### config.mk
export PLATFORM = sky130hd
export DESIGN_NAME = cfg_i2c_slave
export DESIGN_NICKNAME = d
export VERILOG_FILES = /design/src/rtl/cfg_i2c_pkg.sv /design/src/rtl/i2c_line_sync.sv /design/src/rtl/cfg_reg_bank.sv /design/src/rtl/i2c_xfer_fsm.sv /design/src/rtl/cfg_i2c_slave.sv
export SDC_FILE = /design/constraint.sdc
export NUM_CORES = 1
export LEC_CHECK = 0
export CORE_ASPECT_RATIO = 1.2
export CORE_MARGIN = 1.5
export CORE_UTILIZATION = 58
export DETAILED_ROUTE_END_ITERATION = 10
export PLACE_DENSITY = 0.85
export SETUP_SLACK_MARGIN = 0.3
export SKIP_CTS_REPAIR_TIMING = 1
export SYNTH_ARGS = -nofsm -noshare
export SYNTH_HDL_FRONTEND = slang
export SYNTH_HIERARCHICAL = 1
export SYNTH_SLANG_ARGS = --single-unit
### constraint.sdc
create_clock -name clk -period 2.9 [get_ports clk]
set_input_delay 0.29 -clock clk [delete_from_list [all_inputs] [get_ports clk]]
set_output_delay 0.29 -clock clk [all_outputs]
set_load 0.01 [all_outputs]
### src/rtl/cfg_i2c_pkg.sv
`timescale 1ns/1ps
package cfg_i2c_pkg;

    localparam int BYTE_W = 8;

    typedef enum logic [2:0] {
        ST_IDLE,
        ST_ADDR,
        ST_SUB,
        ST_WDATA,
        ST_ACK,
        ST_RDATA,
        ST_RACK
    } bus_state_e;

    // Sampled bus levels and the events derived from them.
    typedef struct packed {
        logic scl;
        logic sda;
        logic rise;
        logic fall;
        logic start;
        logic stop;
    } line_ev_t;

    // Pointer step that stops at the last register.
    function automatic logic [BYTE_W-1:0] ptr_step(input logic [BYTE_W-1:0] cur,
                                                   input logic [BYTE_W-1:0] last);
        return (cur >= last) ? last : cur + 8'd1;
    endfunction

endpackage

### src/rtl/i2c_line_sync.sv
`timescale 1ns/1ps
module i2c_line_sync
    import cfg_i2c_pkg::*;
#(
    parameter int SYNC_STAGES = 2
) (
    input  logic     clk,
    input  logic     rst,
    input  logic     scl_i,
    input  logic     sda_i,
    output line_ev_t ev
);

    localparam int MSB = SYNC_STAGES - 1;

    logic [MSB:0] scl_chain;
    logic [MSB:0] sda_chain;
    logic         scl_q;
    logic         sda_q;

    generate
        if (SYNC_STAGES == 1) begin : g_single
            always_ff @(posedge clk) begin
                if (rst) begin
                    scl_chain <= '1;
                    sda_chain <= '1;
                end else begin
                    scl_chain <= scl_i;
                    sda_chain <= sda_i;
                end
            end
        end else begin : g_multi
            always_ff @(posedge clk) begin
                if (rst) begin
                    scl_chain <= '1;
                    sda_chain <= '1;
                end else begin
                    scl_chain <= {scl_chain[MSB-1:0], scl_i};
                    sda_chain <= {sda_chain[MSB-1:0], sda_i};
                end
            end
        end
    endgenerate

    always_ff @(posedge clk) begin
        if (rst) begin
            scl_q <= 1'b1;
            sda_q <= 1'b1;
        end else begin
            scl_q <= scl_chain[MSB];
            sda_q <= sda_chain[MSB];
        end
    end

    always_comb begin
        ev.scl   = scl_chain[MSB];
        ev.sda   = sda_chain[MSB];
        ev.rise  = scl_chain[MSB] & ~scl_q;
        ev.fall  = ~scl_chain[MSB] & scl_q;
        ev.start = scl_chain[MSB] & scl_q & sda_q & ~sda_chain[MSB];
        ev.stop  = scl_chain[MSB] & scl_q & ~sda_q & sda_chain[MSB];
    end

endmodule

### src/rtl/cfg_reg_bank.sv
`timescale 1ns/1ps
module cfg_reg_bank
    import cfg_i2c_pkg::*;
#(
    parameter int NUM_REGS = 8,
    parameter int NUM_RO   = 2,
    localparam int NUM_RW  = NUM_REGS - NUM_RO,
    localparam int IDX_W   = $clog2(NUM_REGS)
) (
    input  logic                     clk,
    input  logic                     rst,
    input  logic                     wr_en,
    input  logic [IDX_W-1:0]         wr_idx,
    input  logic [BYTE_W-1:0]        wr_data,
    input  logic [IDX_W-1:0]         rd_idx,
    input  logic [NUM_RO*BYTE_W-1:0] status_i,
    output logic [BYTE_W-1:0]        rd_data,
    output logic [NUM_RW*BYTE_W-1:0] cfg_o
);

    logic [BYTE_W-1:0] rw_q [NUM_RW];

    always_ff @(posedge clk) begin
        for (int k = 0; k < NUM_RW; k++) begin
            if (rst) begin
                rw_q[k] <= '0;
            end else if (wr_en && wr_idx == IDX_W'(k)) begin
                rw_q[k] <= wr_data;
            end
        end
    end

    generate
        for (genvar g = 0; g < NUM_RW; g++) begin : g_out
            assign cfg_o[g*BYTE_W +: BYTE_W] = rw_q[g];
        end
    endgenerate

    always_comb begin
        rd_data = '0;
        for (int k = 0; k < NUM_RW; k++) begin
            if (rd_idx == IDX_W'(k)) rd_data = rw_q[k];
        end
        for (int k = 0; k < NUM_RO; k++) begin
            if (rd_idx == IDX_W'(NUM_RW + k)) rd_data = status_i[k*BYTE_W +: BYTE_W];
        end
    end

endmodule

### src/rtl/i2c_xfer_fsm.sv
`timescale 1ns/1ps
module i2c_xfer_fsm
    import cfg_i2c_pkg::*;
#(
    parameter logic [6:0] DEV_ADDR = 7'h3A,
    parameter int         NUM_REGS = 8,
    localparam int        IDX_W    = $clog2(NUM_REGS)
) (
    input  logic              clk,
    input  logic              rst,
    input  line_ev_t          ev,
    input  logic [BYTE_W-1:0] rd_data,
    output logic              wr_en,
    output logic [IDX_W-1:0]  wr_idx,
    output logic [BYTE_W-1:0] wr_data,
    output logic [IDX_W-1:0]  rd_idx,
    output logic              sda_pull
);

    localparam logic [BYTE_W-1:0] LAST_IDX = BYTE_W'(NUM_REGS - 1);

    bus_state_e        state;
    bus_state_e        after_ack;
    logic [2:0]        bitcnt;
    logic [BYTE_W-1:0] shreg;
    logic [BYTE_W-1:0] ptr;
    logic              drv;
    logic              rack_ok;
    logic [BYTE_W-1:0] rx_byte;

    assign rx_byte = {shreg[BYTE_W-2:0], ev.sda};
    assign rd_idx  = ptr[IDX_W-1:0];

    always_ff @(posedge clk) begin
        if (rst) begin
            state     <= ST_IDLE;
            after_ack <= ST_IDLE;
            bitcnt    <= '0;
            shreg     <= '0;
            ptr       <= '0;
            drv       <= 1'b0;
            rack_ok   <= 1'b0;
            wr_en     <= 1'b0;
            wr_idx    <= '0;
            wr_data   <= '0;
        end else begin
            wr_en <= 1'b0;
            if (ev.stop) begin
                state   <= ST_IDLE;
                drv     <= 1'b0;
                rack_ok <= 1'b0;
            end else if (ev.start) begin
                state   <= ST_ADDR;
                bitcnt  <= '0;
                drv     <= 1'b0;
                rack_ok <= 1'b0;
            end else begin
                case (state)
                    ST_ADDR, ST_SUB, ST_WDATA: begin
                        if (ev.rise) begin
                            shreg  <= rx_byte;
                            bitcnt <= bitcnt + 3'd1;
                            if (bitcnt == 3'd7) begin
                                if (state == ST_ADDR) begin
                                    if (rx_byte[7:1] == DEV_ADDR) begin
                                        state     <= ST_ACK;
                                        after_ack <= rx_byte[0] ? ST_RDATA : ST_SUB;
                                    end else begin
                                        state <= ST_IDLE;
                                    end
                                end else if (state == ST_SUB) begin
                                    if (rx_byte <= LAST_IDX) begin
                                        ptr       <= rx_byte;
                                        state     <= ST_ACK;
                                        after_ack <= ST_WDATA;
                                    end else begin
                                        state <= ST_IDLE;
                                    end
                                end else begin
                                    wr_en     <= 1'b1;
                                    wr_idx    <= ptr[IDX_W-1:0];
                                    wr_data   <= rx_byte;
                                    ptr       <= ptr_step(ptr, LAST_IDX);
                                    state     <= ST_ACK;
                                    after_ack <= ST_WDATA;
                                end
                            end
                        end
                    end
                    ST_ACK: begin
                        if (ev.fall) begin
                            if (!drv) begin
                                drv <= 1'b1;
                            end else begin
                                drv    <= 1'b0;
                                state  <= after_ack;
                                bitcnt <= '0;
                                if (after_ack == ST_RDATA) shreg <= rd_data;
                            end
                        end
                    end
                    ST_RDATA: begin
                        if (ev.fall) begin
                            if (bitcnt == 3'd7) begin
                                state <= ST_RACK;
                            end else begin
                                shreg  <= {shreg[BYTE_W-2:0], 1'b0};
                                bitcnt <= bitcnt + 3'd1;
                            end
                        end
                    end
                    ST_RACK: begin
                        if (ev.rise) begin
                            if (ev.sda) begin
                                state <= ST_IDLE;
                            end else begin
                                ptr     <= ptr_step(ptr, LAST_IDX);
                                rack_ok <= 1'b1;
                            end
                        end else if (ev.fall && rack_ok) begin
                            rack_ok <= 1'b0;
                            shreg   <= rd_data;
                            bitcnt  <= '0;
                            state   <= ST_RDATA;
                        end
                    end
                    default: ;
                endcase
            end
        end
    end

    assign sda_pull = (state == ST_ACK && drv) || (state == ST_RDATA && !shreg[BYTE_W-1]);

    // a stop always lands in idle
    p_stop_to_idle_r8: assert property (@(posedge clk) disable iff (rst)
        ev.stop |=> state == ST_IDLE);

    // a start always restarts the address phase
    p_start_restarts_r9: assert property (@(posedge clk) disable iff (rst)
        (ev.start && !ev.stop) |=> state == ST_ADDR);

    // pull output steady through a clock-high period
    p_pull_steady_high_r10: assert property (@(posedge clk) disable iff (rst)
        (ev.scl && $past(ev.scl) && !$past(ev.start) && !$past(ev.stop)) |-> $stable(sda_pull));

    // a no-acknowledge after a read byte ends the read
    p_nack_ends_read_r6: assert property (@(posedge clk) disable iff (rst)
        (state == ST_RACK && ev.rise && ev.sda) |=> state == ST_IDLE);

    // pointer stays inside the bank
    p_ptr_in_bank_r5: assert property (@(posedge clk) disable iff (rst)
        ptr <= LAST_IDX);

endmodule

### src/rtl/cfg_i2c_slave.sv
`timescale 1ns/1ps
module cfg_i2c_slave
    import cfg_i2c_pkg::*;
#(
    parameter logic [6:0] DEV_ADDR    = 7'h3A,
    parameter int         NUM_REGS    = 8,
    parameter int         NUM_RO      = 2,
    parameter int         SYNC_STAGES = 2,
    localparam int        NUM_RW      = NUM_REGS - NUM_RO,
    localparam int        IDX_W       = $clog2(NUM_REGS)
) (
    input  logic                     clk,
    input  logic                     rst,
    input  logic                     scl_i,
    input  logic                     sda_i,
    output logic                     sda_pull_o,
    input  logic [NUM_RO*BYTE_W-1:0] status_i,
    output logic [NUM_RW*BYTE_W-1:0] cfg_regs_o,
    output logic                     lock_ref_en_o,
    output logic                     fine_rate_en_o,
    output logic                     mode_conflict_o
);

    line_ev_t          ev;
    logic              wr_en;
    logic [IDX_W-1:0]  wr_idx;
    logic [BYTE_W-1:0] wr_data;
    logic [IDX_W-1:0]  rd_idx;
    logic [BYTE_W-1:0] rd_data;

    i2c_line_sync #(.SYNC_STAGES(SYNC_STAGES)) u_sync (
        .clk   (clk),
        .rst   (rst),
        .scl_i (scl_i),
        .sda_i (sda_i),
        .ev    (ev)
    );

    i2c_xfer_fsm #(.DEV_ADDR(DEV_ADDR), .NUM_REGS(NUM_REGS)) u_fsm (
        .clk      (clk),
        .rst      (rst),
        .ev       (ev),
        .rd_data  (rd_data),
        .wr_en    (wr_en),
        .wr_idx   (wr_idx),
        .wr_data  (wr_data),
        .rd_idx   (rd_idx),
        .sda_pull (sda_pull_o)
    );

    cfg_reg_bank #(.NUM_REGS(NUM_REGS), .NUM_RO(NUM_RO)) u_bank (
        .clk      (clk),
        .rst      (rst),
        .wr_en    (wr_en),
        .wr_idx   (wr_idx),
        .wr_data  (wr_data),
        .rd_idx   (rd_idx),
        .status_i (status_i),
        .rd_data  (rd_data),
        .cfg_o    (cfg_regs_o)
    );

    // Mode decode from register 0: a double request enables nothing.
    logic [1:0] mode_bits;
    assign mode_bits       = cfg_regs_o[1:0];
    assign lock_ref_en_o   = mode_bits == 2'b01;
    assign fine_rate_en_o  = mode_bits == 2'b10;
    assign mode_conflict_o = mode_bits == 2'b11;

    // a write aimed at a status register leaves the writable bank alone
    p_ro_write_ignored_r7: assert property (@(posedge clk) disable iff (rst)
        (wr_en && wr_idx >= IDX_W'(NUM_RW)) |=> $stable(cfg_regs_o));

endmodule

== Word level (Yosys, flattened, before mapping) ==
Memories as Yosys holds them, arrays and structs flattened.
Index checks and enable logic that the tools add are counted.

* Output and inout bits: 52
* Bits of input ports: 20
* Memory bits (writable): 48
* Word-level logic and storage cells: 214
* Memories kept: 1
* Register bits: 45

{| class="wikitable"
|+ Memory list
! name !! words !! bits a word !! read ports !! clocked after memory_dff !! wr ports !! RTL line !! text
|-
| u_bank.rw_q || 6 || 8 || 6 || 0 || 6 || cfg_reg_bank.sv:21 || <nowiki>logic [BYTE_W-1:0] rw_q [NUM_RW];</nowiki>
|}

* Equal/unequal tests: 54
* Bitwise operators: 24
* Muxes and demuxes: 86
* Order comparisons: 2
* $add $sub $neg: 2
* Reductions and logical operators: 30

{| class="wikitable"
|+ Operators by type and width
! operator !! number
|-
| $mux W8 || 30
|-
| $mux W3 || 26
|-
| $reduce_and A9 Y1 || 4
|-
| $eq A3 B3 Y1 const B || 11
|-
| $pmux W8 S4 || 1
|-
| $mux W1 || 26
|-
| $ne A3 B2 Y1 const B || 8
|-
| $pmux W3 S4 || 2
|-
| $eq A3 B2 Y1 const B || 6
|-
| $ne A2 B2 Y1 const B || 8
|-
| $pmux W8 S2 || 1
|-
| $ne A3 B3 Y1 const B || 5
|-
| $ne A2 B1 Y1 const B || 7
|-
| $reduce_and A7 Y1 || 2
|-
| $not A1 Y1 || 11
|-
| $reduce_and A11 Y1 || 1
|-
| $eq A3 B1 Y1 const B || 3
|-
| $logic_and A1 B1 Y1 || 9
|-
| $add A8 B1 Y8 const B || 1
|-
| $ge A8 B3 Y1 const B || 1
|-
| $le A8 B3 Y1 const B || 1
|-
| $and A1 B1 Y1 || 7
|-
| $eq A7 B6 Y1 const B || 1
|-
| $reduce_or A7 Y1 || 1
|-
| 16 further kinds || 25
|}

== Logic depth before layout (Yosys ltp) ==
* Depth in word-level cells: 13
* Gate-level depth with buffers: 8
* Depth with buffers taken out: 7

== Hierarchy ==
Netlist, hierarchy kept.

{| class="wikitable"
|+ Modules (own cells, without submodules)
! module !! instances !! area an instance (µm²) !! sequential area each (µm²) !! cells each
|-
| cfg_reg_bank || 1 || 2412.3 || 1441.4 || 159
|-
| i2c_xfer_fsm || 1 || 1963.1 || 780.7 || 228
|-
| i2c_line_sync || 1 || 205.2 || 120.1 || 18
|-
| cfg_i2c_slave || 1 || 22.5 || 0.0 || 3
|}

== Least setup slack after synthesis ==
Ideal clock, no wire load.

* Path kind: reg-to-reg
* Start point: reg u_sync.scl_chain[1]
* End point: reg u_fsm.shreg[6]
* Path buffers: 1
* Arrival time: 1836 ps
* Setup slack: 976 ps
* Setup time: 88 ps
* Clock period less this slack: 1924 ps
* Cell stages (with the launch flop): 8
* Cell sequence: dfxtp_1 nor2b_1 inv_1 o22a_1 a221oi_4 buf_6 nor2_2 a311oi_2

{| class="wikitable"
|+ RTL lines
! element !! RTL line !! text
|-
| from (decl) || i2c_line_sync.sv:16 || <nowiki>logic [MSB:0] scl_chain;</nowiki>
|-
| from (signal assigned) || i2c_line_sync.sv:38 || <nowiki>scl_chain <= {scl_chain[MSB-1:0], scl_i};</nowiki>
|-
| to (signal assigned) || i2c_xfer_fsm.sv:61 || <nowiki>shreg <= rx_byte;</nowiki>
|-
| to (signal assigned) || i2c_xfer_fsm.sv:98 || <nowiki>if (after_ack == ST_RDATA) shreg <= rd_data;</nowiki>
|-
| to (signal assigned) || i2c_xfer_fsm.sv:107 || <nowiki>shreg <= {shreg[BYTE_W-2:0], 1'b0};</nowiki>
|-
| to (decl) || i2c_xfer_fsm.sv:25 || <nowiki>logic [BYTE_W-1:0] shreg;</nowiki>
|}

== Worst setup path in the final report ==
* Start point: reg u_fsm.state[0]
* End point: out sda_pull_o

* Cells in the longest elaborated chain, start to end: 3

{| class="wikitable"
|+ RTL lines
! element !! RTL line !! text
|-
| from (decl) || i2c_xfer_fsm.sv:22 || <nowiki>bus_state_e state;</nowiki>
|-
| from (signal assigned) || i2c_xfer_fsm.sv:96 || <nowiki>state <= after_ack;</nowiki>
|-
| $eq A3 B3 Y1 || i2c_xfer_fsm.sv:133 || <nowiki>assign sda_pull = (state == ST_ACK && drv) || (state == ST_RDATA && !shreg[BYTE_W-1]);</nowiki>
|-
| $logic_and A1 B1 Y1 || i2c_xfer_fsm.sv:133 ||
|-
| $logic_or A1 B1 Y1 * || i2c_xfer_fsm.sv:133 ||
|-
| to (decl) || cfg_i2c_slave.sv:16 || <nowiki>output logic sda_pull_o,</nowiki>
|}

Mark *: on every way between the ends. The rest lies on a longest branch, timed or not.

==> flow_summary.yaml <==
route:
  vias: 3687
  route.detailed.drc: 0
  antenna_left: 0
  avgRoutedWirePerCell_um: 21.1
  viasPerCell: 6.51
  firstDrtPassIters: 5
  wl_um: 11900
  initialDrtViolationCount: 233
worst_setup_path:
  cp_data_required_time_ps: 2610
  reg2regPathDepth: 6
  crit_fanout: 16
  rrSetupSlack_ps: 630
  r2r-start: "u_sync/sda_chain[1]"
  r2r_end: "u_fsm/wr_data[0]"
  critPathKind: "reg2out"
  start_kind: "flop"
  worstSetupEndpointType: "output port"
  critPathArrivalTime_ps: 2090
grt:
  grt_use_total_pct: 28.9
  antenna_found_initial: 0
  grt_pass1_vias: 3612
  grt_overflow: 0
  grt_pass1_wl_um: 18700
  grt_max_degree: 37
pwr:
  switchingPower_uw: 561
  seq_power_share_pct: 57.9
  p_leak_uw: 0.00196
  p_per_area_mw_per_mm2: 442
  internal_power_uw: 1890
  ir_drop_v: 0.000273
  combPwrFrac_pct: 6.2
  clock_power_share_pct: 35.9
  swShare_pct: 22.9
layout:
  nNetsFinal: 492
  final_cell_mix: "71 x clkdlybuf4s50_1, 48 x edfxtp_1, 44 x dfxtp_1, 36 x nor3_1, 33 x nor2_1"
  stdcell_area_mm2: 0.00555
  multiInputGateArea_mm2: 0.00201
  area_delta_synth_final_pct: 20.7
  diodes: 0
  final_common_cell: "clkdlybuf4s50_1"
  seq_area_mm2: 0.00234
  n_fill_cell: 516
  drive_gt1_share_pct: 11.0
status:
  outcome: "finished clean"
timing:
  setup-tns-final_ps: 0
  finalHoldViolations: 0
  finalCritPeriodShare_pct: 82.1
  min_period_ps: 2380
  slew_violations: 0
  worst_slew_pin_slew_ps: 811
  rsz0062_at_grt: "no"
  setup_viol: 0
  fmax_mhz: 420
  clock-skew-final_ps: 9.41
  maxSlewHeadroom_pct: 45.8
cts:
  cts-root-buf: "clkbuf_8"
  clock-sinks: 93
  cts_tree: "built"
  clk-insertion-delay-late_ps: 360
  clk_pin_slew_ps: 90
  clockBufferDepth: 2
  cts_max_level: 3
  cts_made_buffers: 9
die:
  die-height_um: 101
  rows: 35
  die-area_mm2: 0.00847
  initial_core_util_pct: 60.0
  die_x_um: 84.3
  core_mm2: 0.00766
  ioPinCount: 72
synth:
  syn_area_mm2: 0.00460
  syn_avg_cell_area_um2: 11.3
  synth_nets: 430
  synth_cells: 407
  yosysWarnings: 6
placement:
  portBuffers: 71
  hpwl_um: 8310
  gp_congestion: 0.915
  placed_area_mm2: 0.00532
worst_hold_path:
  worstHoldPathType: "reg2reg"
  holdPathEnd: "u_sync/scl_chain[1]"
  min_path_cells: 1
  hp-start: "u_sync/scl_chain[0]"
flow_run:
  cap_violations: 0
## through the flow
stage / setup WS, ps / cells / hold slack, ps / total power, uW / util [%]
final: 520 / 566 / 420 / 2450 / 72.4
after global routing: 407 / 566 / 432 / 2520 / 72.4
after CTS: 335 / 564 / 424 / 2460 / 72.0
after detailed placement: 500 / 548 / 398 / 1600 / 69.4
after global placement: 671 / 548 / 406 / 1600 / 69.4
after floorplan: 1000 / 407 / 383 / 1510 / -
## metal layers
metal	global-route usage, %	vias up	part of all wire, %
li1	-	1666	-
met1	36.2	1801	38
met2	49.1	186	51
met3	5.81	34	7.2
met4	12.1	0	3.8
met5	0	-	0
## final cells by class
type,instances,area share [%]
inverters,13,0.879
repair buffers,86,15.1
clock inverters,6,1.29
clock buffers,10,2.30
well taps,92,2.07
multi-input cells,266,36.2
flip-flops and latches,93,42.2
## worst max-delay path, stage by stage, from the launching register on
cell	delay, ps
dfxtp_1	620
o21ai_0	210
a211oi_1	300
clkdlybuf4s50_1	590
## power by group through the flow
stage	combinational [uW]	clock (uW)	sequential (uW)
after detailed placement	148	0	1450
after global routing	161	931	1420
after CTS	150	886	1420
after floorplan	55.8	0	1450
final	151	882	1420
after global placement	147	0	1450
## flip-flops by register name (all words and copies together) (netlist names), 2 cells and up
name              cells
u_fsm/ptr             8
u_fsm/wr_data         8
u_sync/sda_chain      2
u_fsm/state           3
u_fsm/after_ack       3
u_fsm/wr_idx          3
u_sync/scl_chain      2
u_bank/rw_q          48
u_fsm/bitcnt          3
u_fsm/shreg           8
## how the worst max path moves through the flow
stage / startpoint / end / slack [ps]
floorplan: u_sync/scl_chain[1] / u_fsm/shreg[6] / 1000
global placement: u_fsm/state[2] / u_fsm/shreg[1] / 670
detailed placement: u_fsm/state[2] / u_fsm/shreg[7] / 500
CTS: u_fsm/state[2] / sda_pull_o / 330
global route: u_fsm/state[0] / sda_pull_o / 410
finish: u_fsm/state[0] / sda_pull_o / 520
Note: power is estimated with default switching activity, not from simulation.
